File: config.mk
export PLATFORM = sky130hd
export DESIGN_NAME = err_hub
export DESIGN_NICKNAME = d
export VERILOG_FILES = /design/src/rtl/err_hub_pkg.sv /design/src/rtl/err_hub_sync.sv /design/src/rtl/err_hub_regs.sv /design/src/rtl/err_hub_smi.sv /design/src/rtl/err_hub.sv
export SDC_FILE = /design/constraint.sdc
export NUM_CORES = 1
export LEC_CHECK = 0
export ABC_AREA = 1
export BUFFER_PORTS_ARGS = -buffer_cell sky130_fd_sc_hd__buf_2
export CAP_MARGIN = 20
export CORE_UTILIZATION = 55
export CTS_CLUSTER_DIAMETER = 80
export CTS_CLUSTER_SIZE = 28
export DETAILED_ROUTE_END_ITERATION = 16
export HOLD_SLACK_MARGIN = 0.03
export PLACE_DENSITY_LB_ADDON = 0.05
export SYNTH_ARGS = -nofsm -noshare
export SYNTH_HDL_FRONTEND = slang
export SYNTH_SLANG_ARGS = --single-unit
File: constraint.sdc
create_clock -name clk -period 2.3 [get_ports clk]
set_input_delay 0.115 -clock clk [delete_from_list [all_inputs] [get_ports clk]]
set_output_delay 0.115 -clock clk [all_outputs]
set_load 0.01 [all_outputs]
File: src/rtl/err_hub_pkg.sv
package err_hub_pkg;

  localparam int SRC_W = 11;

  localparam int IX_PCI_PERR   = 0;
  localparam int IX_PCI_SERR   = 1;
  localparam int IX_PCIX_PERR  = 2;
  localparam int IX_PCIX_SERR  = 3;
  localparam int IX_RSR_PERR   = 4;
  localparam int IX_RSR_SERR   = 5;
  localparam int IX_ALERT_MAIN = 6;
  localparam int IX_ALERT_RSR  = 7;
  localparam int IX_PSU        = 8;
  localparam int IX_VRD        = 9;
  localparam int IX_THERM      = 10;

  localparam logic [7:0] A_ALERT = 8'h10;
  localparam logic [7:0] A_PWR   = 8'h11;
  localparam logic [7:0] A_HOST  = 8'h12;
  localparam logic [7:0] A_MASK  = 8'h13;
  localparam logic [7:0] A_SMI   = 8'h14;
  localparam logic [7:0] A_RISER = 8'h15;

  localparam int GRP_N = 4;

  typedef struct packed {
    logic [1:0] alert;
    logic [2:0] pwr;
    logic [3:0] host;
    logic [1:0] riser;
  } stat_t;

endpackage

File: src/rtl/err_hub_sync.sv
module err_hub_sync #(
  parameter int W      = 11,
  parameter int STAGES = 2
) (
  input  logic         clk,
  input  logic         rst,
  input  logic [W-1:0] async_i,
  output logic [W-1:0] rise_o
);

  genvar g;
  generate
    for (g = 0; g < W; g++) begin : g_bit
      logic [STAGES:0] sh;
      always_ff @(posedge clk) begin
        if (rst) sh <= '0;
        else     sh <= {sh[STAGES-1:0], async_i[g]};
      end
      assign rise_o[g] = sh[STAGES-1] & ~sh[STAGES];
    end
  endgenerate

endmodule

File: src/rtl/err_hub_regs.sv
module err_hub_regs
  import err_hub_pkg::*;
#(
  parameter int ADDR_W = 8,
  parameter int DATA_W = 8
) (
  input  logic              clk,
  input  logic              rst,
  input  logic [SRC_W-1:0]  rise_i,
  input  logic              wr_i,
  input  logic              rd_i,
  input  logic [ADDR_W-1:0] addr_i,
  input  logic [DATA_W-1:0] wdata_i,
  output logic [DATA_W-1:0] rdata_o,
  output stat_t             stat_o,
  output logic [GRP_N-1:0]  mask_o,
  output logic              smi_arm_o
);

  localparam logic [DATA_W-1:0] CTL_RST = DATA_W'(1);

  stat_t             stat_q, stat_d;
  logic [GRP_N-1:0]  mask_q;
  logic [DATA_W-1:0] ctl_q;
  logic [DATA_W-1:0] rd_mux;

  logic wr_pwr, wr_host, wr_rsr, wr_mask, wr_smi, rd_alert;
  assign wr_pwr   = wr_i && (addr_i == ADDR_W'(A_PWR));
  assign wr_host  = wr_i && (addr_i == ADDR_W'(A_HOST));
  assign wr_rsr   = wr_i && (addr_i == ADDR_W'(A_RISER));
  assign wr_mask  = wr_i && (addr_i == ADDR_W'(A_MASK));
  assign wr_smi   = wr_i && (addr_i == ADDR_W'(A_SMI));
  assign rd_alert = rd_i && (addr_i == ADDR_W'(A_ALERT));

  // clears first, new edges last so an event in a clearing cycle survives
  always_comb begin
    stat_d = stat_q;
    if (rd_alert) stat_d.alert = '0;
    if (wr_pwr)   stat_d.pwr   = stat_q.pwr   & ~wdata_i[2:0];
    if (wr_host)  stat_d.host  = stat_q.host  & ~wdata_i[3:0];
    if (wr_rsr)   stat_d.riser = stat_q.riser & ~wdata_i[1:0];
    stat_d.alert = stat_d.alert | {rise_i[IX_ALERT_RSR], rise_i[IX_ALERT_MAIN]};
    stat_d.pwr   = stat_d.pwr   | {rise_i[IX_THERM], rise_i[IX_VRD], rise_i[IX_PSU]};
    stat_d.host  = stat_d.host  | {rise_i[IX_PCIX_SERR], rise_i[IX_PCIX_PERR],
                                   rise_i[IX_PCI_SERR], rise_i[IX_PCI_PERR]};
    stat_d.riser = stat_d.riser | {rise_i[IX_RSR_SERR], rise_i[IX_RSR_PERR]};
  end

  always_comb begin
    rd_mux = '0;
    case (addr_i)
      ADDR_W'(A_ALERT): rd_mux[1:0]       = stat_q.alert;
      ADDR_W'(A_PWR):   rd_mux[2:0]       = stat_q.pwr;
      ADDR_W'(A_HOST):  rd_mux[3:0]       = stat_q.host;
      ADDR_W'(A_RISER): rd_mux[1:0]       = stat_q.riser;
      ADDR_W'(A_MASK):  rd_mux[GRP_N-1:0] = mask_q;
      ADDR_W'(A_SMI):   rd_mux            = ctl_q;
      default:          rd_mux            = '0;
    endcase
  end

  always_ff @(posedge clk) begin
    if (rst) begin
      stat_q  <= '0;
      mask_q  <= '1;
      ctl_q   <= CTL_RST;
      rdata_o <= '0;
    end else begin
      stat_q <= stat_d;
      if (wr_mask) mask_q  <= wdata_i[GRP_N-1:0];
      if (wr_smi)  ctl_q   <= wdata_i;
      if (rd_i)    rdata_o <= rd_mux;
    end
  end

  assign stat_o    = stat_q;
  assign mask_o    = mask_q;
  assign smi_arm_o = wr_smi && !wdata_i[0];

endmodule

File: src/rtl/err_hub_smi.sv
module err_hub_smi #(
  parameter int DELAY_CYC = 20_000_000
) (
  input  logic clk,
  input  logic rst,
  input  logic arm_i,
  output logic smi_o
);

  localparam int CNT_W = $clog2(DELAY_CYC + 1);

  logic [CNT_W-1:0] cnt_q;

  always_ff @(posedge clk) begin
    if (rst) begin
      cnt_q <= '0;
      smi_o <= 1'b0;
    end else begin
      smi_o <= 1'b0;
      if (arm_i) begin
        cnt_q <= CNT_W'(DELAY_CYC);
      end else if (cnt_q != '0) begin
        cnt_q <= cnt_q - 1'b1;
        if (cnt_q == CNT_W'(1)) smi_o <= 1'b1;
      end
    end
  end

endmodule

File: src/rtl/err_hub.sv
module err_hub
  import err_hub_pkg::*;
#(
  parameter int SMI_DELAY_CYC = 20_000_000,
  parameter int SYNC_STAGES   = 2
) (
  input  logic       clk,
  input  logic       rst,
  input  logic       pci_perr_i,
  input  logic       pci_serr_i,
  input  logic       pcix_perr_i,
  input  logic       pcix_serr_i,
  input  logic       riser_perr_i,
  input  logic       riser_serr_i,
  input  logic       alert_main_i,
  input  logic       alert_riser_i,
  input  logic       psu_fault_i,
  input  logic       vrd_fault_i,
  input  logic       thermtrip_i,
  input  logic       rst_on_fatal_i,
  input  logic       reg_wr_i,
  input  logic       reg_rd_i,
  input  logic [7:0] reg_addr_i,
  input  logic [7:0] reg_wdata_i,
  output logic [7:0] reg_rdata_o,
  output logic       fatal_req_o,
  output logic       bus_rst_o,
  output logic       irq_o,
  output logic       fault_link_n_o,
  output logic       smi_o
);

  logic [SRC_W-1:0] src;
  logic [SRC_W-1:0] rise;
  stat_t            stat;
  logic [GRP_N-1:0] mask_q;
  logic [GRP_N-1:0] grp_any;
  logic             smi_arm;
  logic             perr_edge;

  assign src[IX_PCI_PERR]   = pci_perr_i;
  assign src[IX_PCI_SERR]   = pci_serr_i;
  assign src[IX_PCIX_PERR]  = pcix_perr_i;
  assign src[IX_PCIX_SERR]  = pcix_serr_i;
  assign src[IX_RSR_PERR]   = riser_perr_i;
  assign src[IX_RSR_SERR]   = riser_serr_i;
  assign src[IX_ALERT_MAIN] = alert_main_i;
  assign src[IX_ALERT_RSR]  = alert_riser_i;
  assign src[IX_PSU]        = psu_fault_i;
  assign src[IX_VRD]        = vrd_fault_i;
  assign src[IX_THERM]      = thermtrip_i;

  err_hub_sync #(.W(SRC_W), .STAGES(SYNC_STAGES)) u_sync (
    .clk(clk), .rst(rst), .async_i(src), .rise_o(rise)
  );

  err_hub_regs #(.ADDR_W(8), .DATA_W(8)) u_regs (
    .clk(clk), .rst(rst), .rise_i(rise),
    .wr_i(reg_wr_i), .rd_i(reg_rd_i), .addr_i(reg_addr_i), .wdata_i(reg_wdata_i),
    .rdata_o(reg_rdata_o), .stat_o(stat), .mask_o(mask_q), .smi_arm_o(smi_arm)
  );

  err_hub_smi #(.DELAY_CYC(SMI_DELAY_CYC)) u_smi (
    .clk(clk), .rst(rst), .arm_i(smi_arm), .smi_o(smi_o)
  );

  assign grp_any   = {|stat.riser, |stat.host, |stat.pwr, |stat.alert};
  assign perr_edge = rise[IX_PCI_PERR] | rise[IX_PCIX_PERR];

  always_ff @(posedge clk) begin
    if (rst) begin
      fatal_req_o    <= 1'b0;
      bus_rst_o      <= 1'b0;
      irq_o          <= 1'b0;
      fault_link_n_o <= 1'b1;
    end else begin
      fatal_req_o    <= perr_edge;
      bus_rst_o      <= perr_edge & rst_on_fatal_i;
      irq_o          <= |(grp_any & mask_q);
      fault_link_n_o <= ~(|stat.pwr);
    end
  end

endmodule

==> results of run 1 <==
[where the power goes]
group / internal [W] / switching [W]
registers: 0.00187 / 0.000218
logic: 0.000880 / 0.00157
clock network: 0.000428 / 0.000643
[layer usage]
metal  vias up  part of all wire  wire [µm]
li1       1827                 -          -
met1      1496              0.49       4020
met2        90              0.45       3700
met3         7             0.047        381
met4         0             0.010         84
met5         -                 0          0
[tightest hold or removal path, delay by kind of cell]
family	cells	cell delay [ns]
buf+inv	1	0.15
simple gates	2	0.12
[worst max path at each step]
stage	cells after the start	start	to
2_1_floorplan	9	u_smi.cnt_q[0]	u_smi.cnt_q[24]
3_3_place_gp	9	u_smi.cnt_q[0]	u_smi.cnt_q[20]
3_5_place_dp	9	u_smi.cnt_q[0]	u_smi.cnt_q[24]
4_1_cts	9	u_smi.cnt_q[0]	u_smi.cnt_q[24]
5_1_grt	10	u_smi.cnt_q[0]	u_smi.cnt_q[0]
6_report	9	u_smi.cnt_q[0]	u_smi.cnt_q[24]
[area by class of cell]
cell class / instances / area (µm²) / share of cell area
inverters: 73 / 274 / 0.0584
flip-flops and latches: 94 / 1880 / 0.401
well taps: 96 / 120 / 0.0256
clock inverters: 7 / 77.6 / 0.0165
multi-input cells: 373 / 1800 / 0.383
clock buffers: 9 / 124 / 0.0264
repair buffers: 64 / 415 / 0.0886
[state kept, by name, indices dropped and copies added (netlist names)]
register / cells
u_regs.rdata_o: 8
irq_o: 1
fault_link_n_o: 1
fatal_req_o: 1
u_smi.cnt_q: 25
u_regs.stat_o: 11
bus_rst_o: 1
u_smi.smi_o: 1
u_sync.g_bit.sh: 33
u_regs.mask_o: 4
u_regs.ctl_q: 8
[cells in the final DEF (no fill, tap or decap)]
cell,instances
a21oi_1,29
a41oi_1,1
and2_1,1
buf_2,44
buf_4,2
clkbuf_8,9
clkinv_4,1
clkinv_8,2
clkinvlp_4,1
dfxtp_1,94
dlygate4sd3_1,18
ha_1,3
inv_1,71
inv_2,2
inv_6,2
inv_8,1
nand2_1,108
nand2_2,4
nand2_4,3
nand2_8,1
nand3_1,33
nand3_2,3
nand4_1,4
nor2_1,124
nor2_2,8
nor2_4,3
nor2_8,2
nor3_1,5
nor3b_2,1
o211ai_1,1
o21ai_0,19
o21ai_1,1
o31ai_1,1
o32ai_1,2
or2_2,2
xnor2_1,9
xor2_1,5
[cell families (layout without fill, tap and decap cells)]
| family | after synthesis | count (layout) | synth area share |
|---|---|---|---|
| and+or+nand+nor | 302 | 302 | 0.335 |
| DFF | 94 | 94 | 0.467 |
| buffers and inverters | 86 | 153 | 0.0875 |
| AOI/OAI and AO/OA | 54 | 54 | 0.0711 |
| xor gates and xnor gates | 14 | 14 | 0.0304 |
| adders and majority gates | 3 | 3 | 0.00931 |
[metrics by stage]
| stage | total power, W | worst slack [ns] | hold slack, ns | area (µm²) | std cells |
|---|---|---|---|---|---|
| after floorplan | 0.00408 | 0.873 | 0.192 | 4030 | 553 |
| after global placement | 0.00452 | 0.764 | 0.314 | 4310 | 682 |
| after detailed placement | 0.00454 | 0.683 | 0.322 | 4310 | 682 |
| after CTS | 0.00563 | 0.663 | 0.0364 | 4690 | 716 |
| after global routing | 0.00611 | 0.460 | 0.0688 | 4690 | 716 |
| final | 0.00561 | 0.658 | 0.0500 | 4690 | 716 |
==> impl_metrics.yaml, run 1 <==
run_status:
  status: "finished, final reports clean"
global_route:
  use_met2: 0.389
  use_met1: 0.313
  grt_max_degree: 57
  grt_pass1_vias: 3202
  track_usage: 0.236
  antenna_found_initial: 0
  grt_first_pass_wirelength_um: 14000
  grt-ovfl-total: 0
  busiest_layer: "met2"
  use_met3: 0.0528
floorplan:
  chipWidth_um: 87.6
  io_pins: 45
  die_h_um: 87.6
  core_um2: 6940
  die_area_um2: 7680
  std_cell_rows: 30
  initial_core_util: 0.581
hold_path:
  min_to: "u_regs.mask_o[1]"
  min_path_cells: 3
  hp-start: "reg_wdata_i[1]"
  min_path_type: "in -> reg"
setup_path:
  crit_type: "reg -> reg"
  cp_slowest_stage_delay_ns: 0.34
  r2r-end: "u_smi.cnt_q[24]"
  crit_chain: "inv_1, ha_1, nand2_2, nor2_4, nand2_1, o21ai_1, nand2_1, nor2_1, nor2_1"
  cp.arrival_ns: 1.88
  reg2regPathDepth: 9
  endpoint_kind: "register"
  reg2reg_slack_ns: 0.66
  worst-path-buf-inv: 1
  crit_path_max_fanout: 7
  path_delay_family: "simple AND/OR/NAND/NOR gates"
  rr_startpoint: "u_smi.cnt_q[0]"
  crit_required_ns: 2.53
  critPathLaunchType: "register"
  worst_path_max_delay_cell: "dfxtp_1"
final_layout:
  fin_nets: 650
  area_growth_pct: 16.3
  drive_gt1_frac: 0.147
  final_core_utilization: 0.675
  antennaDiodeCount: 0
  fill_cells: 575
detailed_routing:
  drt_iter0_markers: 194
  wirelength_um: 8180
  post_drt_wl_per_cell_um: 11.4
  drc: 0
  dr.pass1.iters: 4
  vias: 3420
  antenna_left: 0
  via_per_inst: 4.78
sta:
  rsz0062_at_grt: "no"
  max_freq_mhz: 609
  fin_worst_skew_ns: 0.0101
  fin_crit_ns: 1.64
  relSlewSlack: 0.633
  tightest_slew_ns: 0.550
  period_share: 0.714
  setup_viol: 0
  slew_violations: 0
  fin_setup_tns_ns: 0
  final_hold_viol_count: 0
clock_network:
  cts_setup_buffers: 0
  cts_hold_buf: 18
  htree_num_levels: 3
  clock_latency_ns: 0.36
  cts_buffers: 9
  cts_sinks: 94
  tritoncts: "yes"
  path_clk_slew_ns: 0.10
  clockBufferDepth: 2
  clockRootBuffer: "clkbuf_8"
  cts_resized: 0
synthesis:
  synth_flop_cell: "dfxtp_1"
  syn_nets: 588
  netlist_instances: 553
  synth_area_leaders: "dfxtp_1 (47%), nor2_1 (12%), nand2_1 (10%)"
  synth_commonest_cells: "nor2_1 (124), nand2_1 (108), dfxtp_1 (94), inv_1 (71), nand3_1 (33)"
  yosysWarnings: 0
  ys_ff_latch: 94
  syn_area_per_cell_um2: 7.29
  synth.most_common_cell: "nor2_1"
  synth_area_leader_cell: "dfxtp_1"
  synth_top_area_frac: 0.467
  ys_seq_area_frac: 0.467
  synth_cell_type_count: 33
  async_flop_share: 0
  synth_edf_count: 0
  synth_area_um2: 4030
placement:
  port_buffers: 44
  post-dp-hpwl_um: 5730
  gp_congestion: 0.899
power_and_ir_drop:
  power.leakage_nw: 2.27
  p_per_area_nw_per_um2: 1200
  vdd_drop_max_uv: 737
flow_run:
  cap_viol_max_count: 0
Note: power is estimated with default switching activity, not from simulation.
==> run 2: changes to the inputs <==
--- a/config.mk
+++ b/config.mk
@@ -5,7 +5,7 @@
 export SDC_FILE = /design/constraint.sdc
 export NUM_CORES = 1
 export LEC_CHECK = 0
-export ABC_AREA = 1
+export ABC_AREA = 0
 export BUFFER_PORTS_ARGS = -buffer_cell sky130_fd_sc_hd__buf_2
 export CAP_MARGIN = 20
 export CORE_UTILIZATION = 55
==> constraint.sdc (replaced) <==
create_clock -name clk -period 1.6 [get_ports clk]
set_input_delay 0.08 -clock clk [delete_from_list [all_inputs] [get_ports clk]]
set_output_delay 0.08 -clock clk [all_outputs]
set_load 0.01 [all_outputs]
==> run 2 against run 1 <==
The run now ends with setup timing left. Sequential cell count is the same. Combinational power rose by 120%. Total power grew 77%. Critical endpoint unchanged. Maximum frequency is 11% lower. Non-clock buffer count is 57 higher. Clock power increased by 44%. Highest routed layer unchanged. Via count decreased by 4.5%. First-iteration DRC count is 0.52% higher. Synthesized cell count is 27% lower. Clock skew barely moved. Worst setup slack worse by 0.91 ns. Die area fell by 5.4%.
==> impl_metrics.yaml, run 2 <==
run_status:
  status: "complete, but fails checks"
  violations: "setup timing"
synthesis:
  async_flop_share: 0
  synth_commonest_cells: "dfxtp_1 (94), nor2_1 (51), nor2b_1 (45), a21oi_1 (22), xor2_1 (15)"
  ys_seq_area_frac: 0.494
  synth_area_leaders: "dfxtp_1 (49%), nor2b_1 (7.4%), nor2_1 (5.0%)"
  synth_flop_cell: "dfxtp_1"
  yosysWarnings: 0
  ys_ff_latch: 94
  synth_cell_type_count: 51
  synth_edf_count: 0
  syn_area_per_cell_um2: 9.45
  synth.most_common_cell: "dfxtp_1"
  syn_nets: 438
  synth_top_area_frac: 0.494
  synth_area_um2: 3810
  netlist_instances: 403
  synth_area_leader_cell: "dfxtp_1"
power_and_ir_drop:
  p_comb_frac: 0.544
  sw_frac_of_total: 0.381
  intPower_w: 0.00613
  pwr-share-seq: 0.300
  vdd_drop_max_uv: 1380
  power.leakage_nw: 2.13
  p_per_area_nw_per_um2: 1960
  p_sw_w: 0.00378
  clkPwrFrac: 0.155
setup_path:
  reg2regPathDepth: 5
  crit_type: "reg -> reg"
  endpoint_kind: "register"
  cp.arrival_ns: 2.14
  critPathLaunchType: "register"
  crit_required_ns: 1.89
  crit_path_max_fanout: 2
detailed_routing:
  antenna_left: 0
  wl_met1_um: 4100
  via_per_inst: 5.47
  wl_met2_um: 4330
  post_drt_wl_per_cell_um: 14.8
  dr_wl_met3_um: 383
  highest_layer: "met4"
  vias: 3266
  dr.pass1.iters: 4
  wirelength_um: 8860
  drc: 0
  drt_iter0_markers: 195
clock_network:
  htree_num_levels: 3
  tritoncts: "yes"
  clock_latency_ns: 0.36
  clockBufferDepth: 2
  clockRootBuffer: "clkbuf_8"
  cts_buffers: 9
  path_clk_slew_ns: 0.10
  cts_sinks: 94
floorplan:
  io_pins: 45
  core_um2: 6530
  chipWidth_um: 85.2
  die_h_um: 85.2
  initial_core_util: 0.583
  std_cell_rows: 29
  die_area_um2: 7260
final_layout:
  top_register: "u_sync.g_bit.sh"
  final_common_cell: "dfxtp_1"
  area_growth_pct: 33.0
  final_area_um2: 5070
  largest_reg_flops: 33
  instances_no_fill: 597
  fill_cells: 470
  fin_nets: 550
  antennaDiodeCount: 0
  drive_gt1_frac: 0.298
  final_cell_mix: "dfxtp_1 (87), nor2_1 (50), buf_4 (47), nor2b_1 (45), buf_2 (44)"
sta:
  finalWorstSetupSlack_ns: -0.255
  slew_violations: 0
  period_share: 1.16
  relSlewSlack: 0.683
  max_freq_mhz: 539
  fin_worst_skew_ns: 0.0102
  fin_crit_ns: 1.85
  tightest_slew_ns: 0.472
  rsz0062_at_grt: "yes"
  setup_viol: 21
  final_hold_viol_count: 0
placement:
  port_buffers: 44
  dpl_cell_area_um2: 4450
  post-dp-hpwl_um: 5710
  gp_congestion: 0.877
  dp_cells: 554
global_route:
  grt_first_pass_wirelength_um: 14100
  track_usage: 0.248
  antenna_found_initial: 0
  grt-ovfl-total: 0
  grt_max_degree: 36
  grt_pass1_vias: 3123
flow_run:
  cap_viol_max_count: 0
hold_path:
  min_path_cells: 4
  min_path_type: "in -> reg"
[run 2: changes by cell type after synthesis, moves of 8 or more]
cell,change
nand2_1,-96
nor2_1,-73
inv_1,-63
nor2b_1,+45
nand3_1,-29
o21ai_0,-10
xor2_1,+10
nand2b_1,+9
o211ai_1,+9
mux2i_1,+8
nor2_2,-8
[run 2: cell families after synthesis]
group	after synthesis	synth area share
compound gates	71	0.124
xor+xnor	17	0.0391
fa+ha+maj	3	0.00985
buf+inv	29	0.0328
flops	94	0.494
mux	9	0.0269
simple gates	180	0.274
[run 2: layout make-up]
class | instances | area (µm²) | area share
inverters | 9 | 33.8 | 0.00667
flip-flops and latches | 94 | 1890 | 0.373
multi-input cells | 280 | 1940 | 0.383
well taps | 77 | 96.3 | 0.0190
clock buffers | 9 | 124 | 0.0244
repair buffers | 121 | 906 | 0.179
clock inverters | 7 | 75.1 | 0.0148
[run 2: through the flow]
step	util	hold slack, ns	setup WS [ns]	setup TNS (ns)	total power [W]
3_3_place_gp	0.681	0.284	-0.164	-1.64	0.00686
2_1_floorplan	-	0.202	-0.0900	-0.569	0.00553
5_1_grt	0.776	0.0433	-0.285	-3.85	0.0105
6_report	0.776	0.0387	-0.255	-1.95	0.00991
3_5_place_dp	0.681	0.292	-0.221	-2.34	0.00694
4_1_cts	0.756	0.0307	-0.162	-1.40	0.00907
[run 2: final timing paths]
| path | startpoint | endpoint | slack (ns) |
|---|---|---|---|
| max | u_smi.cnt_q[19] | u_smi.cnt_q[24] | -0.25 |
| min | reg_wdata_i[0] | u_regs.stat_o[2] | 0.04 |
| max reg2reg | u_smi.cnt_q[19] | u_smi.cnt_q[24] | -0.25 |
| min reg2reg | u_sync.g_bit[2].sh[0] | u_sync.g_bit[2].sh[1] | 0.44 |
[run 2: per-layer routing]
layer / GRT usage / vias up
li1: - / 1628
met1: 0.323 / 1554
met2: 0.413 / 82
met3: 0.0564 / 2
met4: 0.0724 / 0
met5: 0 / -
[run 2: critical path, stage by stage (launching register included)]
cell and delay, ns:
dfxtp_2 0.34, or4_4 0.57, nor3b_4 0.24, nand3_1 0.13
or3_1 0.35, a31oi_1 0.17
[run 2: power groups by stage]
stage / clock, W / sequential (W) / combinational [W]
floorplan: 0 / 0.00301 / 0.00252
global placement: 0 / 0.00295 / 0.00390
detailed placement: 0 / 0.00297 / 0.00397
CTS: 0.00157 / 0.00295 / 0.00454
global route: 0.00169 / 0.00301 / 0.00578
finish: 0.00154 / 0.00298 / 0.00540
[run 2: timing repair]
| action | 4_1_cts | 5_1_grt |
|---|---|---|
| cloned | 0 | 0 |
| hold endpoints to repair | 18 | 0 |
| pin swaps | 11 | 17 |
| setup endpoints to repair | 23 | 25 |
| setup buffers | 5 | 4 |
| resized for setup | 14 | 22 |
| hold buffers | 18 | 0 |
